File: src/rtl/dma_slot_pkg.sv
package dma_slot_pkg;
  localparam int LANES   = 4;
  localparam int LANE_W  = 2;
  localparam int STREAMS = 4;
  localparam int STRM_W  = 2;

  typedef enum logic [1:0] {
    RATE_2M = 2'd0,
    RATE_4M = 2'd1,
    RATE_8M = 2'd2
  } slot_rate_e;

  typedef enum logic [1:0] {
    ENG_IDLE  = 2'd0,
    ENG_WAIT  = 2'd1,
    ENG_BURST = 2'd2
  } eng_state_e;
endpackage

File: src/rtl/dma_slot_timer.sv
module dma_slot_timer #(
  parameter int SLOTS       = 32,
  parameter int SLOT_CYCLES = 16,
  localparam int SLOT_W     = $clog2(SLOTS),
  localparam int CYC_W      = $clog2(SLOT_CYCLES)
) (
  input  logic              clk,
  input  logic              rst_n,
  input  logic              arm_req,
  output logic              slot_tick,
  output logic [SLOT_W-1:0] cur_slot,
  output logic [SLOT_W-1:0] prev_slot,
  output logic              rd_live,
  output logic              wr_live
);
  logic [CYC_W-1:0]  cyc_q;
  logic [SLOT_W-1:0] slot_q;
  logic              armed_q;
  logic              prev_live_q;
  logic              last_cyc;
  logic              frame_tick;

  assign slot_tick  = (cyc_q == '0);
  assign frame_tick = slot_tick && (slot_q == '0);
  assign last_cyc   = (cyc_q == CYC_W'(SLOT_CYCLES - 1));
  assign cur_slot   = slot_q;
  assign prev_slot  = (slot_q == '0) ? SLOT_W'(SLOTS - 1) : slot_q - 1'b1;
  // Decisions at a slot edge use the arm state from before that edge,
  // which is what delays slot 0 by one frame after arming.
  assign rd_live    = armed_q;
  assign wr_live    = prev_live_q;

  always_ff @(posedge clk) begin
    if (!rst_n) begin
      cyc_q       <= '0;
      slot_q      <= '0;
      armed_q     <= 1'b0;
      prev_live_q <= 1'b0;
    end else begin
      cyc_q <= last_cyc ? '0 : cyc_q + 1'b1;
      if (last_cyc) begin
        slot_q <= (slot_q == SLOT_W'(SLOTS - 1)) ? '0 : slot_q + 1'b1;
      end
      if (slot_tick) begin
        prev_live_q <= armed_q;
      end
      if (frame_tick) begin
        armed_q <= arm_req;
      end
    end
  end
endmodule

File: src/rtl/dma_burst_engine.sv
module dma_burst_engine
  import dma_slot_pkg::*;
#(
  parameter int SLOT_W = 5
) (
  input  logic              clk,
  input  logic              rst_n,
  input  logic              slot_tick,
  input  logic [SLOT_W-1:0] slot_in,
  input  logic [LANES-1:0]  mask_in,
  input  logic              ack_n,
  input  logic              take,
  output logic              req_n,
  output logic              beat_act,
  output logic [LANE_W-1:0] beat_lane,
  output logic [SLOT_W-1:0] beat_slot,
  output logic              miss
);
  eng_state_e        state_q;
  logic [LANES-1:0]  rem_q;
  logic [SLOT_W-1:0] slot_q;
  logic [LANES-1:0]  sel;
  logic [LANES-1:0]  rem_after;
  logic              moved;

  // lowest pending lane goes first
  always_comb begin
    sel       = '0;
    beat_lane = '0;
    for (int i = LANES - 1; i >= 0; i--) begin
      if (rem_q[i]) begin
        sel       = '0;
        sel[i]    = 1'b1;
        beat_lane = LANE_W'(i);
      end
    end
  end

  assign beat_act  = (state_q == ENG_BURST);
  assign req_n     = (state_q == ENG_IDLE);
  assign beat_slot = slot_q;
  assign moved     = beat_act && take;
  assign rem_after = moved ? (rem_q & ~sel) : rem_q;

  always_ff @(posedge clk) begin
    if (!rst_n) begin
      state_q <= ENG_IDLE;
      rem_q   <= '0;
      slot_q  <= '0;
      miss    <= 1'b0;
    end else if (slot_tick) begin
      miss    <= (state_q == ENG_WAIT) ||
                 ((state_q == ENG_BURST) && (rem_after != '0));
      rem_q   <= mask_in;
      slot_q  <= slot_in;
      state_q <= (mask_in != '0) ? ENG_WAIT : ENG_IDLE;
    end else begin
      miss <= 1'b0;
      case (state_q)
        ENG_WAIT: begin
          if (!ack_n) state_q <= ENG_BURST;
        end
        ENG_BURST: begin
          rem_q <= rem_after;
          if (rem_after == '0) state_q <= ENG_IDLE;
        end
        default: state_q <= ENG_IDLE;
      endcase
    end
  end
endmodule

File: src/rtl/dma_wr_stagger.sv
module dma_wr_stagger
  import dma_slot_pkg::*;
#(
  parameter int CH_W = 7
) (
  input  logic              clk,
  input  logic              rst_n,
  input  logic              beat,
  input  logic [STRM_W-1:0] beat_stream,
  input  logic [CH_W-1:0]   beat_chan,
  input  logic [7:0]        beat_data,
  output logic              st_valid,
  output logic [STRM_W-1:0] st_stream,
  output logic [CH_W-1:0]   st_chan,
  output logic [7:0]        st_data
);
  logic [7:0]         park_data [STREAMS];
  logic [STREAMS-1:0] park_vld;

  for (genvar g = 0; g < STREAMS; g++) begin : g_park
    always_ff @(posedge clk) begin
      if (!rst_n) begin
        park_vld[g]  <= 1'b0;
        park_data[g] <= '0;
      end else if (beat && (beat_stream == STRM_W'(g))) begin
        park_vld[g]  <= 1'b1;
        park_data[g] <= beat_data;
      end
    end
  end

  always_ff @(posedge clk) begin
    if (!rst_n) begin
      st_valid  <= 1'b0;
      st_stream <= '0;
      st_chan   <= '0;
      st_data   <= '0;
    end else begin
      st_valid <= beat && park_vld[beat_stream];
      if (beat) begin
        st_stream <= beat_stream;
        st_chan   <= beat_chan;
        st_data   <= park_data[beat_stream];
      end
    end
  end
endmodule

File: src/rtl/dma_slot_ctrl.sv
module dma_slot_ctrl
  import dma_slot_pkg::*;
#(
  parameter int SLOTS       = 32,
  parameter int SLOT_CYCLES = 16,
  localparam int SLOT_W     = $clog2(SLOTS),
  localparam int CH_W       = SLOT_W + LANE_W
) (
  input  logic                   clk,
  input  logic                   rst_n,
  input  logic                   dma_en,
  input  logic [1:0]             mode,
  input  logic [SLOTS*LANES-1:0] chan_en,
  output logic                   rd_req_n,
  input  logic                   rd_ack_n,
  output logic                   rd_valid,
  input  logic                   rd_ready,
  output logic [STRM_W-1:0]      rd_stream,
  output logic [CH_W-1:0]        rd_chan,
  output logic                   wr_req_n,
  input  logic                   wr_ack_n,
  input  logic                   wr_valid,
  output logic                   wr_ready,
  input  logic [7:0]             wr_data,
  output logic                   st_valid,
  output logic [STRM_W-1:0]      st_stream,
  output logic [CH_W-1:0]        st_chan,
  output logic [7:0]             st_data,
  output logic                   rd_miss,
  output logic                   wr_miss
);
  logic              slot_tick;
  logic [SLOT_W-1:0] cur_slot, prev_slot;
  logic              rd_live, wr_live;
  logic [LANES-1:0]  rd_mask, wr_mask;
  logic [LANE_W-1:0] rd_lane, wr_lane;
  logic [SLOT_W-1:0] rd_slot, wr_slot;
  logic [STRM_W-1:0] wr_stream;
  logic [CH_W-1:0]   wr_chan;
  slot_rate_e        rate;

  assign rate = slot_rate_e'(mode);

  function automatic logic [STRM_W-1:0] lane_stream(slot_rate_e r, logic [LANE_W-1:0] l);
    case (r)
      RATE_4M: lane_stream = {1'b0, l[1]};
      RATE_8M: lane_stream = '0;
      default: lane_stream = l;
    endcase
  endfunction

  function automatic logic [CH_W-1:0] lane_chan(slot_rate_e r, logic [SLOT_W-1:0] s,
                                               logic [LANE_W-1:0] l);
    case (r)
      RATE_4M: lane_chan = {1'b0, s, l[0]};
      RATE_8M: lane_chan = {s, l};
      default: lane_chan = {{LANE_W{1'b0}}, s};
    endcase
  endfunction

  dma_slot_timer #(.SLOTS(SLOTS), .SLOT_CYCLES(SLOT_CYCLES)) u_timer (
    .clk       (clk),
    .rst_n     (rst_n),
    .arm_req   (dma_en),
    .slot_tick (slot_tick),
    .cur_slot  (cur_slot),
    .prev_slot (prev_slot),
    .rd_live   (rd_live),
    .wr_live   (wr_live)
  );

  assign rd_mask = rd_live ? chan_en[{cur_slot, {LANE_W{1'b0}}} +: LANES] : '0;
  assign wr_mask = wr_live ? chan_en[{prev_slot, {LANE_W{1'b0}}} +: LANES] : '0;

  dma_burst_engine #(.SLOT_W(SLOT_W)) u_rd_eng (
    .clk       (clk),
    .rst_n     (rst_n),
    .slot_tick (slot_tick),
    .slot_in   (cur_slot),
    .mask_in   (rd_mask),
    .ack_n     (rd_ack_n),
    .take      (rd_ready),
    .req_n     (rd_req_n),
    .beat_act  (rd_valid),
    .beat_lane (rd_lane),
    .beat_slot (rd_slot),
    .miss      (rd_miss)
  );

  dma_burst_engine #(.SLOT_W(SLOT_W)) u_wr_eng (
    .clk       (clk),
    .rst_n     (rst_n),
    .slot_tick (slot_tick),
    .slot_in   (prev_slot),
    .mask_in   (wr_mask),
    .ack_n     (wr_ack_n),
    .take      (wr_valid),
    .req_n     (wr_req_n),
    .beat_act  (wr_ready),
    .beat_lane (wr_lane),
    .beat_slot (wr_slot),
    .miss      (wr_miss)
  );

  assign rd_stream = lane_stream(rate, rd_lane);
  assign rd_chan   = lane_chan(rate, rd_slot, rd_lane);
  assign wr_stream = lane_stream(rate, wr_lane);
  assign wr_chan   = lane_chan(rate, wr_slot, wr_lane);

  dma_wr_stagger #(.CH_W(CH_W)) u_stagger (
    .clk         (clk),
    .rst_n       (rst_n),
    .beat        (wr_valid && wr_ready),
    .beat_stream (wr_stream),
    .beat_chan   (wr_chan),
    .beat_data   (wr_data),
    .st_valid    (st_valid),
    .st_stream   (st_stream),
    .st_chan     (st_chan),
    .st_data     (st_data)
  );
endmodule

File: config.mk
export PLATFORM = sky130hd
export DESIGN_NAME = dma_slot_ctrl
export DESIGN_NICKNAME = d
export VERILOG_FILES = /design/src/rtl/dma_slot_pkg.sv /design/src/rtl/dma_slot_timer.sv /design/src/rtl/dma_burst_engine.sv /design/src/rtl/dma_wr_stagger.sv /design/src/rtl/dma_slot_ctrl.sv
export SDC_FILE = /design/constraint.sdc
export NUM_CORES = 1
export LEC_CHECK = 0
export ABC_AREA = 1
export BUFFER_PORTS_ARGS = -buffer_cell sky130_fd_sc_hd__buf_2
export CAP_MARGIN = 20
export CORE_AREA = 2 2 137 139
export CTS_CLUSTER_DIAMETER = 200
export DETAILED_ROUTE_END_ITERATION = 6
export DIE_AREA = 0 0 139 141
export GPL_TIMING_DRIVEN = 1
export PLACE_DENSITY = 0.69
export SYNTH_ARGS = -nofsm -noshare
export SYNTH_HDL_FRONTEND = slang
export SYNTH_SLANG_ARGS = --single-unit
File: constraint.sdc
create_clock -name clk -period 2.7 [get_ports clk]
set_clock_uncertainty 0.2 [all_clocks]
set_input_delay 0 -clock clk [delete_from_list [all_inputs] [get_ports clk]]
set_output_delay 0 -clock clk [all_outputs]
set_load 0.005 [all_outputs]
Yosys cells after proc, flatten, opt, wreduce, memory -nomap -nowiden
Memory sizes are Yosys's and may differ from the RTL's. A register that Yosys moved wholly into a read port is not among the register bits. Cells that the tools add are included.

Memories kept: 1. Bits in registers: 49. Logic and storage cells: 139. RAM bits: 32.

Memories: u_stagger.park_data (depth 4, width 8, rd ports 1, clocked after memory_dff 1, write ports 4, RTL line dma_wr_stagger.sv:17) `logic [7:0] park_data [STREAMS];`.

Add/subtract/negate cells: 3. Shift operators: 2. Bitwise logic cells: 9. Mux-type cells: 59. Reductions and logical operators: 30. Magnitude comparators: 1. Equality and inequality tests: 15.

Operator list (count): indexed part select 128 x 8 -> 4 bit (2); 2-to-1 mux 4 bit (16); 2-to-1 mux 8 bit (4); 2-to-1 mux 2 bit (14); case mux 7 bit (2 select lines) (2); 2-to-1 mux 1 bit (16); case mux 2 bit (2 select lines) (4); nonzero test 4 bit (4); logical NOT 4 bit (3); != test 3 bit (second input constant) (4); == test 2 bit (second input constant) (5); logical AND 1 bit (10); 2-to-1 mux 5 bit (2); AND 4 bit (2); == test 2 x 1 -> 1 bit (second input constant) (4); inverter 4 bit (2); logical NOT 2 bit (3); AND reduction 2 bit (3); adder 5 x 1 -> 5 bit (second input constant) (1); == test 5 bit (second input constant) (1); logical NOT 5 bit (1); subtractor 5 x 1 -> 5 bit (second input constant) (1); adder 4 x 1 -> 4 bit (second input constant) (1); == test 4 bit (second input constant) (1); other kinds (8) (13).

Logic depth before layout (Yosys ltp)
Depth in word-level cells: 11. Gate-level depth with buffers: 19.

Cells and area by module
Synthesis repeated with hierarchy kept, for this count alone.

Cells, all modules: 1156. Area total of the unflattened synthesis: 6886.6 um^2.

By module, submodules not included: dma_slot_ctrl (cells an instance 685, instances 1, area each 2986.6 um^2); dma_wr_stagger (cells an instance 240, instances 1, area each 2262.2 um^2); dma_burst_engine (cells an instance 75, instances 2, area each 518.0 um^2); dma_slot_timer (cells an instance 81, instances 1, area each 601.8 um^2).

Least setup slack after synthesis
Ideal clock, no wire load.

Path kind: reg-to-reg. Start point: register u_timer.slot_q[0] (netlist: u_timer.cur_slot[0]). End point: register u_wr_eng.state_q[0]. Cell stages (with the launch flop): 18. Arrival: 2.364 ns. Buffers on the path: 5. Period minus slack after synthesis: 2.680 ns. Setup slack: 0.020 ns. Cell sequence: dfxtp_1 buf_2 inv_1 buf_2 buf_2 ha_1 clkbuf_1 inv_1 buf_1 nand3_1 nand3_1 nand3_1 nand2_1 nand2_1 nand3_1 nand2_1 o21ai_1 nand2_1.

Cells in the longest elaborated chain, start to end: 7. Elaborated cells on any way between the ends: 8.

RTL lines: start, declared (RTL line dma_slot_timer.sv:17) `logic [SLOT_W-1:0] slot_q;`; start signal, assigned (RTL line dma_slot_timer.sv:42) `slot_q <= (slot_q == SLOT_W'(SLOTS - 1)) ? '0 : slot_q + 1'b1;`; subtractor 5 x 1 -> 5 bit or logical NOT 5 bit (tied branches) (RTL line dma_slot_timer.sv:27) `assign prev_slot = (slot_q == '0) ? SLOT_W'(SLOTS - 1) : slot_q - 1'b1;`; 2-to-1 mux 5 bit (*) (RTL line dma_slot_timer.sv:27); indexed part select 128 x 8 -> 4 bit (*) (RTL line dma_slot_ctrl.sv:73) `assign wr_mask = wr_live ? chan_en[{prev_slot, {LANE_W{1'b0}}} +: LANES] : '0;`; 2-to-1 mux 4 bit (*) (RTL line dma_slot_ctrl.sv:73); nonzero test 4 bit (*) (RTL line dma_burst_engine.sv:56) `state_q <= (mask_in != '0) ? ENG_WAIT : ENG_IDLE;`; 2-to-1 mux 1 bit (*) (RTL line dma_burst_engine.sv:56); 2-to-1 mux 2 bit (*) (RTL line dma_burst_engine.sv:51) `end else if (slot_tick) begin`; end signal, assigned (RTL line dma_burst_engine.sv:56); end, declared (RTL line dma_burst_engine.sv:19) `eng_state_e state_q;`.

Mark *: on every way between the ends. The rest lies on a longest branch, timed or not. A chain may end at the register's enable or synchronous reset.

Worst setup path after layout
Ends and elaborated chain as after synthesis.

==> summary by stage <==
Setup path
The required time of the worst setup path is 2730 ps. The worst setup path is launched from a flip-flop. The cell with the biggest individual delay on the critical path is dfxtp_2.

The critical path is of the reg2reg type. The peak fanout along the critical path is 30. Walking the worst path, the cells encountered are inv_1 -> ha_1 -> nand3_4 -> nand2_2 -> buf_4 -> nand2_1 -> nand3_1 -> nand3_1 -> nand3_1 -> nand2_1 -> nand2_1 -> nand3_1 -> nand2_1 -> o21ai_1 -> nand2_1.

STA puts the critical path data arrival time at between 2000 and 2500 ps. In this design, the stage delay of the slowest critical-path cell is approximately 350 ps. The nature of the critical path endpoint is a flip-flop. Counting stages on the worst path, the most repeated cell is nand2_1.

CTS
The CTS tree is yes. The clock latency reported for the late side of the worst-skew pair is 340 ps. The total CTS buffers is 9. The number of setup buffers added after CTS is 0. The tree is rooted in a clkbuf_16. The CTS sink count is 89. The worst-case clock buffer depth is 2. After clock tree synthesis, the clock-pin slew on the worst setup and hold paths is ~70 ps. The H-tree generated during clock tree synthesis spans 3 levels.

Synth
For this run, the leading register cell type out of synthesis is dfxtp_1. The area fraction in and, or, nand and nor cells after synthesis is 0.3541. Dividing the synthesized area by the synthesized cell count gives between 6 and 7 µm². The Yosys step of the flow raised 0 warnings. The fraction of synthesis flops using an asynchronous set or reset pin is 0. The synthesized-area fraction occupied by ao, oa, aoi and oai cells is 0.2007. Yosys mapped the design onto 39 distinct sky130hd cell types. After synthesis, the largest family of logic cells by area is simple AND/OR/NAND/NOR gates. The synthesized design contains 32 enable-type register cells. Of the total synthesized cell area, the portion taken by XOR and XNOR cells is 0.003986. The mapped cell area is ~6300 µm². The number of instances in the synthesized netlist is 952.

After synthesis, the share of cell area in mux cells is 0.003189. Of the total synthesized cell area, the portion taken by full adders, half adders and majority gates is 0.01395. Of the synthesized area, sequential elements account for 0.3348. The net count after synthesis is ~1100. The register bit total from synthesis is approximately 90.

Floorplanning
The standard cell core area is about 18000 µm². For this configuration, the core starts out at a cell density of 0.3437. The width of the chip is between 100 and 150 µm. From bottom edge to top edge, the die measures 141 µm.

After floorplanning, the core was divided into 50 placement rows. The floorplan step defined a die boundary enclosing ~20000 µm². around 180 I/O pins were placed.

GRT
The initial antenna violation count is 0. For this run, the total global-route usage over all layers was measured as 0.2251. Entering global routing, the biggest net connects a little over 90 pins. The global route total overflow is 0.

The global-route wire length before repair is roughly 36 mm. The number of global-route vias before repair is slightly above 7000.

Timing
Dividing the final minimum period by the clock period gives 0.9089. For this run, the top clock speed supported by timing is approximately 410 MHz. The max-slew violation count is 0. The setup TNS is 0 ps. The transition at the pin with the smallest max-transition slack is approximately 640 ps.

The setup violation total in the final timing report is 0. The final-report hold violation count is 0. Setup repair after global routing left no endpoint under its margin. The worst path meets setup with 246.0 ps of slack. For the finished layout, the period the worst path requires is 2454 ps.

Headroom to the max-slew limit came out at 0.5701.

Detailed routing
The count of nets left with antenna violations once routing finished came out at 0. The violation count after the first detailed-routing iteration is 790. After detailed routing, the average wire length per cell comes to approximately 17 µm. Summing over every cut layer, the via total after detailed routing is a little under 8000. The total DRC errors in the routed layout is 0. The mean number of vias per cell is around 5.7. The aggregate routed wire length is around 23 mm.

The pre-antenna-repair detailed-routing pass consisted of 5 iterations.

Place
The number of buffer cells added on primary ports is 177. Timing analysis after detailed placement gives a worst setup slack of 221.9 ps. The total half-perimeter wirelength after legalization and detailed placement is ~16 mm. The final weighted congestion in routability-driven placement is between 0.8 and 0.9.

Power
Dividing total power by cell area gives a power density of a little under 400 nW/µm². The peak supply drop is ~380 µV. Of the total power, combinational logic draws 0.143. The share of total power dissipated in the clock network is 0.387. Of the total power, registers draw 0.469. Of the total power, the share spent switching nets is 0.2709. In this run the power spent charging and discharging nets is about 840 µW.

The analysis attributes to cell leakage a power of ~0.0036 µW. Internal power comes to between 2000 and 2500 µW.

Min path
The worst hold path class is in2reg.

Layout
The library cells used most frequently in the layout, excluding fill and tap cells, are 183 x nand3_1, 177 x buf_2, 167 x nand2_1. The number of nets in the finished design is 1274. In the final layout, the share of cells above drive strength 1 is 0.2130. Leaving out fill and tap cells, the most frequent cell in the layout is nand3_1. The post-synthesis to final-layout area growth is 24.97%. The number of antenna diodes in the final layout is 0.

Outcome
The run finished with clean final reports.

Run
Max-cap violations in this run came to 0.
synthesized netlist by cell type (5+ instances only):
cell        n  area [µm²]
a21oi_1    21       105.1
a31oi_1    10       62.56
buf_1       7       26.28
buf_2      19       95.09
buf_6       5       56.30
clkbuf_1   35       131.4
dfxtp_1    57        1141
edfxtp_1   32       960.9
ha_1        7       87.58
inv_1      61       229.0
nand2_1   167       626.9
nand3_1   183       915.9
nand3b_1    5       37.54
nor2_1    122       457.9
nor3_1     19       95.09
o211ai_1   18       135.1
o21ai_0    92       460.4
o21bai_1    8       60.06
o221ai_1   10       87.58
o22ai_1    44       275.3
path summary, 6_finish.rpt:
path | cells past startpoint | slack, ps | startpoint | endpoint
min reg2reg | 2 | 240 | u_stagger.park_vld[0] | u_stagger.park_vld[0]
max reg2reg | 15 | 250 | u_timer.cur_slot[0] | u_wr_eng.state_q[0]
min | 4 | 30 | mode[1] | u_stagger.st_chan[6]
max | 15 | 250 | u_timer.cur_slot[0] | u_wr_eng.state_q[0]
worst max-delay path, delay by kind of cell, from the launching register on:
kind | cells | cell delay (ps)
AOI/OAI and AO/OA | 1 | 120
buffers and inverters | 2 | 310
and+or+nand+nor | 11 | 1080
adders and majority gates | 1 | 270
DFF | 1 | 350
sequential cells by signal, indices dropped and copies added, names as in the netlist, 2 cells and up:
| register | flops |
|---|---|
| u_rd_eng.beat_slot | 5 |
| u_rd_eng.state_q | 2 |
| u_wr_eng.rem_q | 4 |
| u_stagger.st_chan | 7 |
| u_wr_eng.state_q | 2 |
| u_stagger.park_vld | 4 |
| u_stagger.park_data | 32 |
| u_timer.cur_slot | 5 |
| u_stagger.st_data | 8 |
| u_stagger.st_stream | 2 |
| u_rd_eng.rem_q | 4 |
| u_wr_eng.beat_slot | 5 |
| u_timer.cyc_q | 4 |
kinds of logic (layout without fill, tap and decap cells):
| family | count (synthesis) | count (layout) |
|---|---|---|
| buf+inv | 132 | 307 |
| compound gates | 213 | 213 |
| xor+xnor | 2 | 2 |
| flops | 89 | 89 |
| mux | 2 | 2 |
| fa+ha+maj | 7 | 7 |
| simple gates | 507 | 507 |
power groups by stage:
stage	clock [µW]	combinational (µW)	sequential, µW
finish	1200	445	1450
global route	1280	494	1460
CTS	1220	439	1450
detailed placement	0	421	1480
global placement	0	419	1480
floorplan	0	204	1470
metrics by stage:
step           total power (µW)    util  hold WS, ps  instances  instance area [µm²]
2_1_floorplan              1678       -       -96.92        952                 6279
3_3_place_gp               1901  0.4064        8.453       1332                 7425
3_5_place_dp               1903  0.4064        9.478       1332                 7425
4_1_cts                    3110  0.4293        14.70       1361                 7843
5_1_grt                    3225  0.4295        53.83       1361                 7846
6_report                   3098  0.4295        28.52       1361                 7846
repair_timing:
item / CTS / global route
hold endpoints to repair: 55 / 0
hold buffers: 13 / 0
resized for setup: 0 / 1
setup endpoints to repair: 0 / 1
metal layers:
layer  share of wire  GRT usage  vias to the layer above
met5               0          0                        -
met4           0.038     0.1111                        0
met3           0.089    0.03736                       73
met2            0.45     0.3601                      440
met1            0.42     0.2960                     3515
li1                -          -                     3662
final cells by class:
cell class              instances  area, µm²
clock buffers                   9      225.2
clock inverters                 7      62.56
fillers                      1888      10420
inverters                      65      244.0
multi-input cells             731       3616
flip-flops and latches         89       2103
well taps                     234      292.8
repair buffers                226       1303
No activity file was read; power rests on OpenSTA's default activity.
